===== src/rtl/gf2wm_pkg.sv =====
package gf2wm_pkg;
  localparam int unsigned WORD_W = 32;
  typedef enum logic {
    MODE_WINDOW = 1'b0,
    MODE_REDUCE = 1'b1
  } mul_mode_e;
endpackage


===== src/rtl/gf2wm_stage.sv =====
module gf2wm_stage #(
  parameter int unsigned W = 32
) (
  input  logic [W-1:0] cur,
  input  logic [W-1:0] poly,
  input  logic         reduce_en,
  input  logic         fill_bit,
  output logic [W-1:0] nxt
);
  logic [W-1:0] poly_masked;
  logic         fill_masked;

  // reduction terms only in reduce mode, fill bit only in window mode
  assign poly_masked = poly & {W{reduce_en}};
  assign fill_masked = fill_bit & ~reduce_en;
  assign nxt = {cur[W-2:0], fill_masked} ^ (cur[W-1] ? poly_masked : '0);
endmodule


===== src/rtl/gf2wm_array.sv =====
module gf2wm_array #(
  parameter int unsigned W = 32
) (
  input  logic         reduce_en,
  input  logic [W-1:0] opa,
  input  logic [W-1:0] opa_prev,
  input  logic [W-1:0] opb,
  input  logic [W-1:0] poly,
  output logic [W-1:0] product
);
  logic [W-1:0] shifted [W];
  logic [W-1:0] gated   [W];
  logic         unused_prev_lsb;

  // word shifted in from the low operand; its bit 0 is never reached
  assign unused_prev_lsb = opa_prev[0];
  assign shifted[0] = opa;

  for (genvar r = 1; r < W; r++) begin : g_stage
    gf2wm_stage #(.W(W)) u_stage (
      .cur       (shifted[r-1]),
      .poly      (poly),
      .reduce_en (reduce_en),
      .fill_bit  (opa_prev[W-r]),
      .nxt       (shifted[r])
    );
  end

  for (genvar r = 0; r < W; r++) begin : g_gate
    assign gated[r] = shifted[r] & {W{opb[r]}};
  end

  always_comb begin
    product = '0;
    for (int r = 0; r < W; r++) begin
      product = product ^ gated[r];
    end
  end
endmodule


===== src/rtl/gf2wm_outreg.sv =====
module gf2wm_outreg #(
  parameter int unsigned W = 32
) (
  input  logic         clk,
  input  logic         rst_n,
  input  logic         up_valid,
  output logic         up_ready,
  input  logic [W-1:0] up_data,
  output logic         dn_valid,
  input  logic         dn_ready,
  output logic [W-1:0] dn_data
);
  logic take;

  assign up_ready = !dn_valid || dn_ready;
  assign take     = up_valid && up_ready;

  always_ff @(posedge clk or negedge rst_n) begin
    if (!rst_n) begin
      dn_valid <= 1'b0;
    end else if (take) begin
      dn_valid <= 1'b1;
    end else if (dn_ready) begin
      dn_valid <= 1'b0;
    end
  end

  always_ff @(posedge clk or negedge rst_n) begin
    if (!rst_n) begin
      dn_data <= '0;
    end else if (take) begin
      dn_data <= up_data;
    end
  end
endmodule


===== src/rtl/gf2_window_mul.sv =====
module gf2_window_mul
  import gf2wm_pkg::*;
#(
  parameter int unsigned W = WORD_W
) (
  input  logic         clk,
  input  logic         rst_n,
  input  logic         in_valid,
  output logic         in_ready,
  input  logic         mode_sel,
  input  logic [W-1:0] mult_a,
  input  logic [W-1:0] mult_a_prev,
  input  logic [W-1:0] mult_b,
  input  logic [W-1:0] irr_poly,
  output logic         out_valid,
  input  logic         out_ready,
  output logic [W-1:0] out_data
);
  mul_mode_e    mode;
  logic [W-1:0] comb_product;

  assign mode = mul_mode_e'(mode_sel);

  gf2wm_array #(.W(W)) u_array (
    .reduce_en (mode == MODE_REDUCE),
    .opa       (mult_a),
    .opa_prev  (mult_a_prev),
    .opb       (mult_b),
    .poly      (irr_poly),
    .product   (comb_product)
  );

  gf2wm_outreg #(.W(W)) u_outreg (
    .clk      (clk),
    .rst_n    (rst_n),
    .up_valid (in_valid),
    .up_ready (in_ready),
    .up_data  (comb_product),
    .dn_valid (out_valid),
    .dn_ready (out_ready),
    .dn_data  (out_data)
  );
endmodule


===== config.mk =====
export PLATFORM = sky130hd
export DESIGN_NAME = gf2_window_mul
export DESIGN_NICKNAME = d
export VERILOG_FILES = /design/src/rtl/gf2wm_pkg.sv /design/src/rtl/gf2wm_stage.sv /design/src/rtl/gf2wm_array.sv /design/src/rtl/gf2wm_outreg.sv /design/src/rtl/gf2_window_mul.sv
export SDC_FILE = /design/constraint.sdc
export NUM_CORES = 2
export LEC_CHECK = 0
export BUFFER_PORTS_ARGS = -buffer_cell sky130_fd_sc_hd__buf_4
export CAP_MARGIN = 0
export CORE_MARGIN = 2
export CORE_UTILIZATION = 48
export CTS_BUF_LIST = sky130_fd_sc_hd__clkbuf_8
export DETAILED_ROUTE_END_ITERATION = 10
export PLACE_DENSITY_LB_ADDON = 0.25
export SLEW_MARGIN = 10
export SYNTH_ARGS = -nofsm -noshare
export SYNTH_HDL_FRONTEND = slang
export SYNTH_SLANG_ARGS = --single-unit

===== constraint.sdc =====
create_clock -name clk -period 3.5 [get_ports clk]
set_input_delay 0.525 -clock clk [delete_from_list [all_inputs] [get_ports clk]]
set_output_delay 0.525 -clock clk [all_outputs]
set_load 0.02 [all_outputs]

Word-level counts from Yosys, hierarchy flattened. Index checks and enable logic that the tools add are counted.

Register bits: 33. Output and inout port bits: 34. Bits of input ports: 133. Word-level logic and storage cells: 166.

Reduce and logical (&&, ||, !) cells: 4. Bitwise operators: 127. Mux-type cells: 33.

Operators with widths (number): $xor 32x32->32 (62); $and 32x32->32 (33); $mux 32 (31); $and 1x1->1 (31); $mux 1 (2); $reduce_bool 2->1 (1); $logic_and 1x1->1 (1); $logic_not 1->1 (1); $logic_or 1x1->1 (1); $not 1->1 (1).

Depth between registers and ports, before layout.
Word-level depth: 65. Depth in mapped cells: 51. Mapped depth without buffers: 40.

Hierarchy. Synthesis repeated with hierarchy kept, for this count alone.

Cell total of the unflattened synthesis: 4415. Area total of the unflattened synthesis: 31366.3 µm².

Modules (own cells, without submodules): gf2wm_stage (instances 31, seq. area each 0.0 µm², area each 536.8 µm², cells each 72); gf2wm_array (instances 1, seq. area each 0.0 µm², area each 13335.3 µm², cells each 2112); gf2wm_outreg (instances 1, seq. area each 825.8 µm², area each 1391.3 µm², cells each 71).

Least setup slack after synthesis. Ideal clock, no wire load.

Kind: input to register. Start point: in mult_a[30]. End point: reg u_outreg.dn_data[12]. Required time: 3.368 ns. Arrival time: 12.219 ns. Stages on the path: 46. Library setup time: 0.132 ns. Setup slack: -8.851 ns. Cell sequence: buf_2 > a21boi_2 > o21ai_0 > xnor2_1 > or4_4 > a211o_1 > and2_4 > xor2_4 > mux2i_4 > xor2_1 > xnor2_1 > buf_2 > o211ai_1 > a22o_1 > and4_1 > or4_1 > a211o_1 > a211oi_4 > [10 not listed] > buf_4 > mux2i_2 > or3_1 > buf_4 > a21oi_2 > xnor3_1 > nor4_2 > nor3_1 > xor2_1 > mux2i_1 > clkbuf_1 > nand2_1 > a22o_1 > or3_1 > a211o_1 > a21oi_1 > xnor2_1 > o21ai_1.

Longest elaborated chain between the ends: 63. Elaborated cells between the ends (all ways): 121. Those cells by class: mux (30); bitwise (91).

Ends and longest elaborated chain: start, declared (line gf2_window_mul.sv:11) `input logic [W-1:0] mult_a,`; $xor 32x32->32 * (line gf2wm_stage.sv:16) `assign nxt = {cur[W-2:0], fill_masked} ^ (cur[W-1] ? poly_masked : '0);`; $mux 32 * (line gf2wm_stage.sv:16); $xor 32x32->32 * (line gf2wm_stage.sv:16); $mux 32 (line gf2wm_stage.sv:16); $xor 32x32->32 (line gf2wm_stage.sv:16); $mux 32 (line gf2wm_stage.sv:16); $xor 32x32->32 (line gf2wm_stage.sv:16); $mux 32 (line gf2wm_stage.sv:16); [47 not listed]; $mux 32 (line gf2wm_stage.sv:16); $xor 32x32->32 (line gf2wm_stage.sv:16); $mux 32 (line gf2wm_stage.sv:16); $xor 32x32->32 (line gf2wm_stage.sv:16); $mux 32 (line gf2wm_stage.sv:16); $xor 32x32->32 (line gf2wm_stage.sv:16); $and 32x32->32 (line gf2wm_array.sv:30) `assign gated[r] = shifted[r] & {W{opb[r]}};`; $xor 32x32->32 * (line gf2wm_array.sv:36) `product = product ^ gated[r];`; end signal, assigned (line gf2wm_outreg.sv:32) `dn_data <= up_data;`; end, declared (line gf2wm_outreg.sv:11) `output logic [W-1:0] dn_data`.

Mark *: on every way between the ends. The rest lies on a longest branch, timed or not. A chain may end at the register's enable or synchronous reset.

Worst setup path in the final report.
Start point: in irr_poly[31]. End point: reg u_outreg.dn_data[5].

Longest elaborated chain between the ends: 65. Elaborated cells between the ends (all ways): 123. Those cells by class: mux (31); bitwise (92).

Ends and longest elaborated chain: start, declared (line gf2_window_mul.sv:14) `input logic [W-1:0] irr_poly,`; $and 32x32->32 * (line gf2wm_stage.sv:14) `assign poly_masked = poly & {W{reduce_en}};`; $mux 32 (line gf2wm_stage.sv:16); $xor 32x32->32 (line gf2wm_stage.sv:16); $mux 32 (line gf2wm_stage.sv:16); $xor 32x32->32 (line gf2wm_stage.sv:16); $mux 32 (line gf2wm_stage.sv:16); $xor 32x32->32 (line gf2wm_stage.sv:16); $mux 32 (line gf2wm_stage.sv:16); [49 not listed]; $mux 32 (line gf2wm_stage.sv:16); $xor 32x32->32 (line gf2wm_stage.sv:16); $mux 32 (line gf2wm_stage.sv:16); $xor 32x32->32 (line gf2wm_stage.sv:16); $mux 32 (line gf2wm_stage.sv:16); $xor 32x32->32 (line gf2wm_stage.sv:16); $and 32x32->32 (line gf2wm_array.sv:30); $xor 32x32->32 * (line gf2wm_array.sv:36).

Marked as above.

==> impl_results.md <==
* Die extent in y at 270 um
* Critical path launch point type: input pin
* Crit path top cell by count: buf_6
* Worst max-slew margin expressed relative to the limit at 0.271
* Reg-to-reg critical path startpoint: u_outreg.dn_valid$_DFFE_PN0P_
* Initial Util at 0.484
* Largest driver fanout on the critical path at 5
* FF-to-FF setup slack at 1830 ps
* Most frequent cells in the layout: 1450 x xnor2_1, 1035 x nand2_1, 861 x buf_4
* FMAX at 85.4 MHz
* Post-synthesis register bit count at 33
* Slew @ Worst Pin at 1090 ps
* DRC errors left at 0
* Warnings, synthesis at 0
* Main area contributors after synthesis: xnor2_1 39%, nand2_1 12%, xor2_1 8.2%
* Share of the clock period used by the worst path after layout at 3.34
* Number of enable flip-flop cells after synthesis at 0
* Maximum clock skew at final layout at 6.77 ps
* Vias per cell at 5.06
* Layout net count at 5869
* # fillers at 6556
* Initial antenna violation count at 0
* Sequential-to-total area share from yosys stat at 0.0244
* Cell Count, Final, Fillers Out at 6678
* Number of buffers inserted during clock tree synthesis at 5
* Worst-case setup margin in the final layout at -8200 ps
* Floorplan die area at 72700 um^2
* Most common cell after layout, fill and taps aside: xnor2_1
* Critical-path cell with the highest stage delay: or4_4
* Clock insertion delay at the later pin of the skew report at 310 ps
* Critical Path AT at 11900 ps
* Reg-to-reg endpoint: u_outreg.dn_data[7]$_DFFE_PN0P_
* Fraction of final layout cells sized beyond drive strength 1 at 0.229
* Routed wire length at 106000 um
* Final ANT Viol Nets at 0
* Post-synthesis instance area at 33800 um^2
* Area added between synthesis and finish at 28.3%
* Post-synth top area cell: xnor2_1
* Number of cells in the design after placement at 6580
* Via Count at 33800
* Pin count of the biggest net entering global routing at 86
* Critical path class: input pin to flip-flop
* First-pass detailed-route iteration total at 5
* Count of input and output buffers at 165
* Global Route met3 Usage at 0.00793
* DIE WIDTH at 270 um
* Register clock-pin slew on the reported worst setup and hold paths at 70 ps
* Total number of placement rows at 97
* All-Layer GR Usage at 0.283
* Max Buffers Root-to-Sink at 2
* Deepest level of the CTS H-tree at 2
* Gp weighted congestion at 0.914
* Boundary Pins at 167
* Clock tree from TritonCTS: done
* Stage delay of the slowest cell on the critical path at 570 ps
* DR iter-0 viols at 1515
* Global-route congestion overflow total at 0
* Core area at 69900 um^2
* Critical path data required time at 3690 ps
* Synthesized area per cell at 6.57 um^2
* Reg2reg path depth at 5
* Violated checks: setup timing
* Cell chosen for the clock root: clkbuf_8
* Max-capacitance violation count at 0
* Max-slew violations at 0
* Global routing usage on met2 at 0.528
* Final critical path time including I/O delays and setup at 11700 ps
* Flip-flop cell with the highest count after synthesis: dfrtp_1
* CP endpoint kind: flip-flop
* Finish-stage setup viols at 32
* Worst hold path class: input pin to asynchronous set/reset pin
* Status: finished with violations
* Met1 Usage GRT at 0.353
* Peak-usage layer in the global routing report: met2
* Number of cells produced by synthesis at 5150
* Post-synthesis cell type count at 101
* Final hold violation count at 0
* Area share of the largest cell type after synthesis at 0.389
* Half-perimeter wire length of the detailed placement result at 89000 um
* Via count of the first global-routing pass at 32600
* Synth Net Count at 5283
* Clock sink count at 33
* Hold Buf Count CTS at 0
* Wire length of the first global-routing pass at 172000 um
* Async set-or-reset flop fraction in the synthesized netlist at 1.00
* WL per Instance at 15.9 um
* Unrepaired setup endpoints after global routing: true
## how the worst max path moves through the flow
stage                                                   to  slack, ps  cells after the start    startpoint
after floorplan           u_outreg.dn_data[24]$_DFFE_PN0P_      -7990                     47    mult_a[30]
after global placement     u_outreg.dn_data[6]$_DFFE_PN0P_      -8510                     48    mult_a[31]
after detailed placement  u_outreg.dn_data[27]$_DFFE_PN0P_      -8700                     50    mult_a[31]
after CTS                 u_outreg.dn_data[20]$_DFFE_PN0P_      -7900                     50    mult_a[30]
after global routing      u_outreg.dn_data[20]$_DFFE_PN0P_      -8520                     50  irr_poly[31]
final                      u_outreg.dn_data[5]$_DFFE_PN0P_      -8200                     50  irr_poly[31]
## synth_stat cells (40+ instances only)
cell type,number
a21oi_1,95
buf_1,66
clkbuf_1,262
nand2_1,1048
nand2b_1,84
nand3_1,51
nor2_1,720
nor2b_1,138
nor3_1,75
nor4_1,40
o21ai_0,93
xnor2_1,1505
xor2_1,318
## cell type report
class / count / area (um^2) / area share
multi-input cells: 4729 / 33500 / 0.773
repair buffers: 942 / 7680 / 0.177
well taps: 940 / 1180 / 0.0271
flip-flops and latches: 33 / 826 / 0.0190
clock buffers: 7 / 96.3 / 0.00222
inverters: 25 / 93.8 / 0.00216
clock inverters: 1 / 5.00 / 0.000115
diodes: 1 / 2.50 / 0.0000576
## per-stage QoR
step / area, um^2 / setup slack (ps) / util / setup TNS, ps / hold WS, ps
after CTS: 42500 / -7900 / 0.607 / -250340 / 165
final: 43400 / -8200 / 0.621 / -259790 / 151
after floorplan: 34300 / -7990 / - / -250270 / 229
after detailed placement: 40700 / -8700 / 0.583 / -274380 / 477
after global placement: 40700 / -8510 / 0.583 / -269740 / 470
after global routing: 43400 / -8520 / 0.621 / -269820 / 189
## critical path, delay by kind of cell
family | cells | cell delay, ps
AND/OR/NAND/NOR | 13 | 4140
AO/OA/AOI/OAI | 15 | 2850
XOR/XNOR | 9 | 2160
buffers and inverters | 10 | 1360
multiplexers | 3 | 840
## cells by family (layout without fill, tap and decap cells)
group / Yosys count / count (layout) / synth area share
AO/OA/AOI/OAI: 462 / 462 / 0.0941
XOR/XNOR: 1909 / 1910 / 0.528
buffers and inverters: 389 / 975 / 0.0449
flip-flops: 33 / 33 / 0.0244
multiplexers: 40 / 40 / 0.0130
other: 0 / 1 / 0
AND/OR/NAND/NOR: 2317 / 2317 / 0.296
## state kept, by name (all words and copies together) (netlist names)
register,flops
u_outreg.dn_valid,1
u_outreg.dn_data,32
## per-layer routing
metal | vias to the layer above | part of all wire | wire (um)
met5 | - | 0 | 0
met4 | 0 | 0.031 | 3300
met3 | 157 | 0.029 | 3060
met2 | 663 | 0.50 | 53200
met1 | 15500 | 0.44 | 46700
li1 | 17500 | - | -
## timing repair
action	4_1_cts	5_1_grt
hold endpoints to repair	0	0
gates resized for setup	215	128
pin swaps	89	80
gates cloned	5	1
setup buffers	53	42
endpoints found under the setup margin	32	32
Power is not shown: default switching activity piles up to over one toggle a cycle in this logic, so the estimate is an artifact.
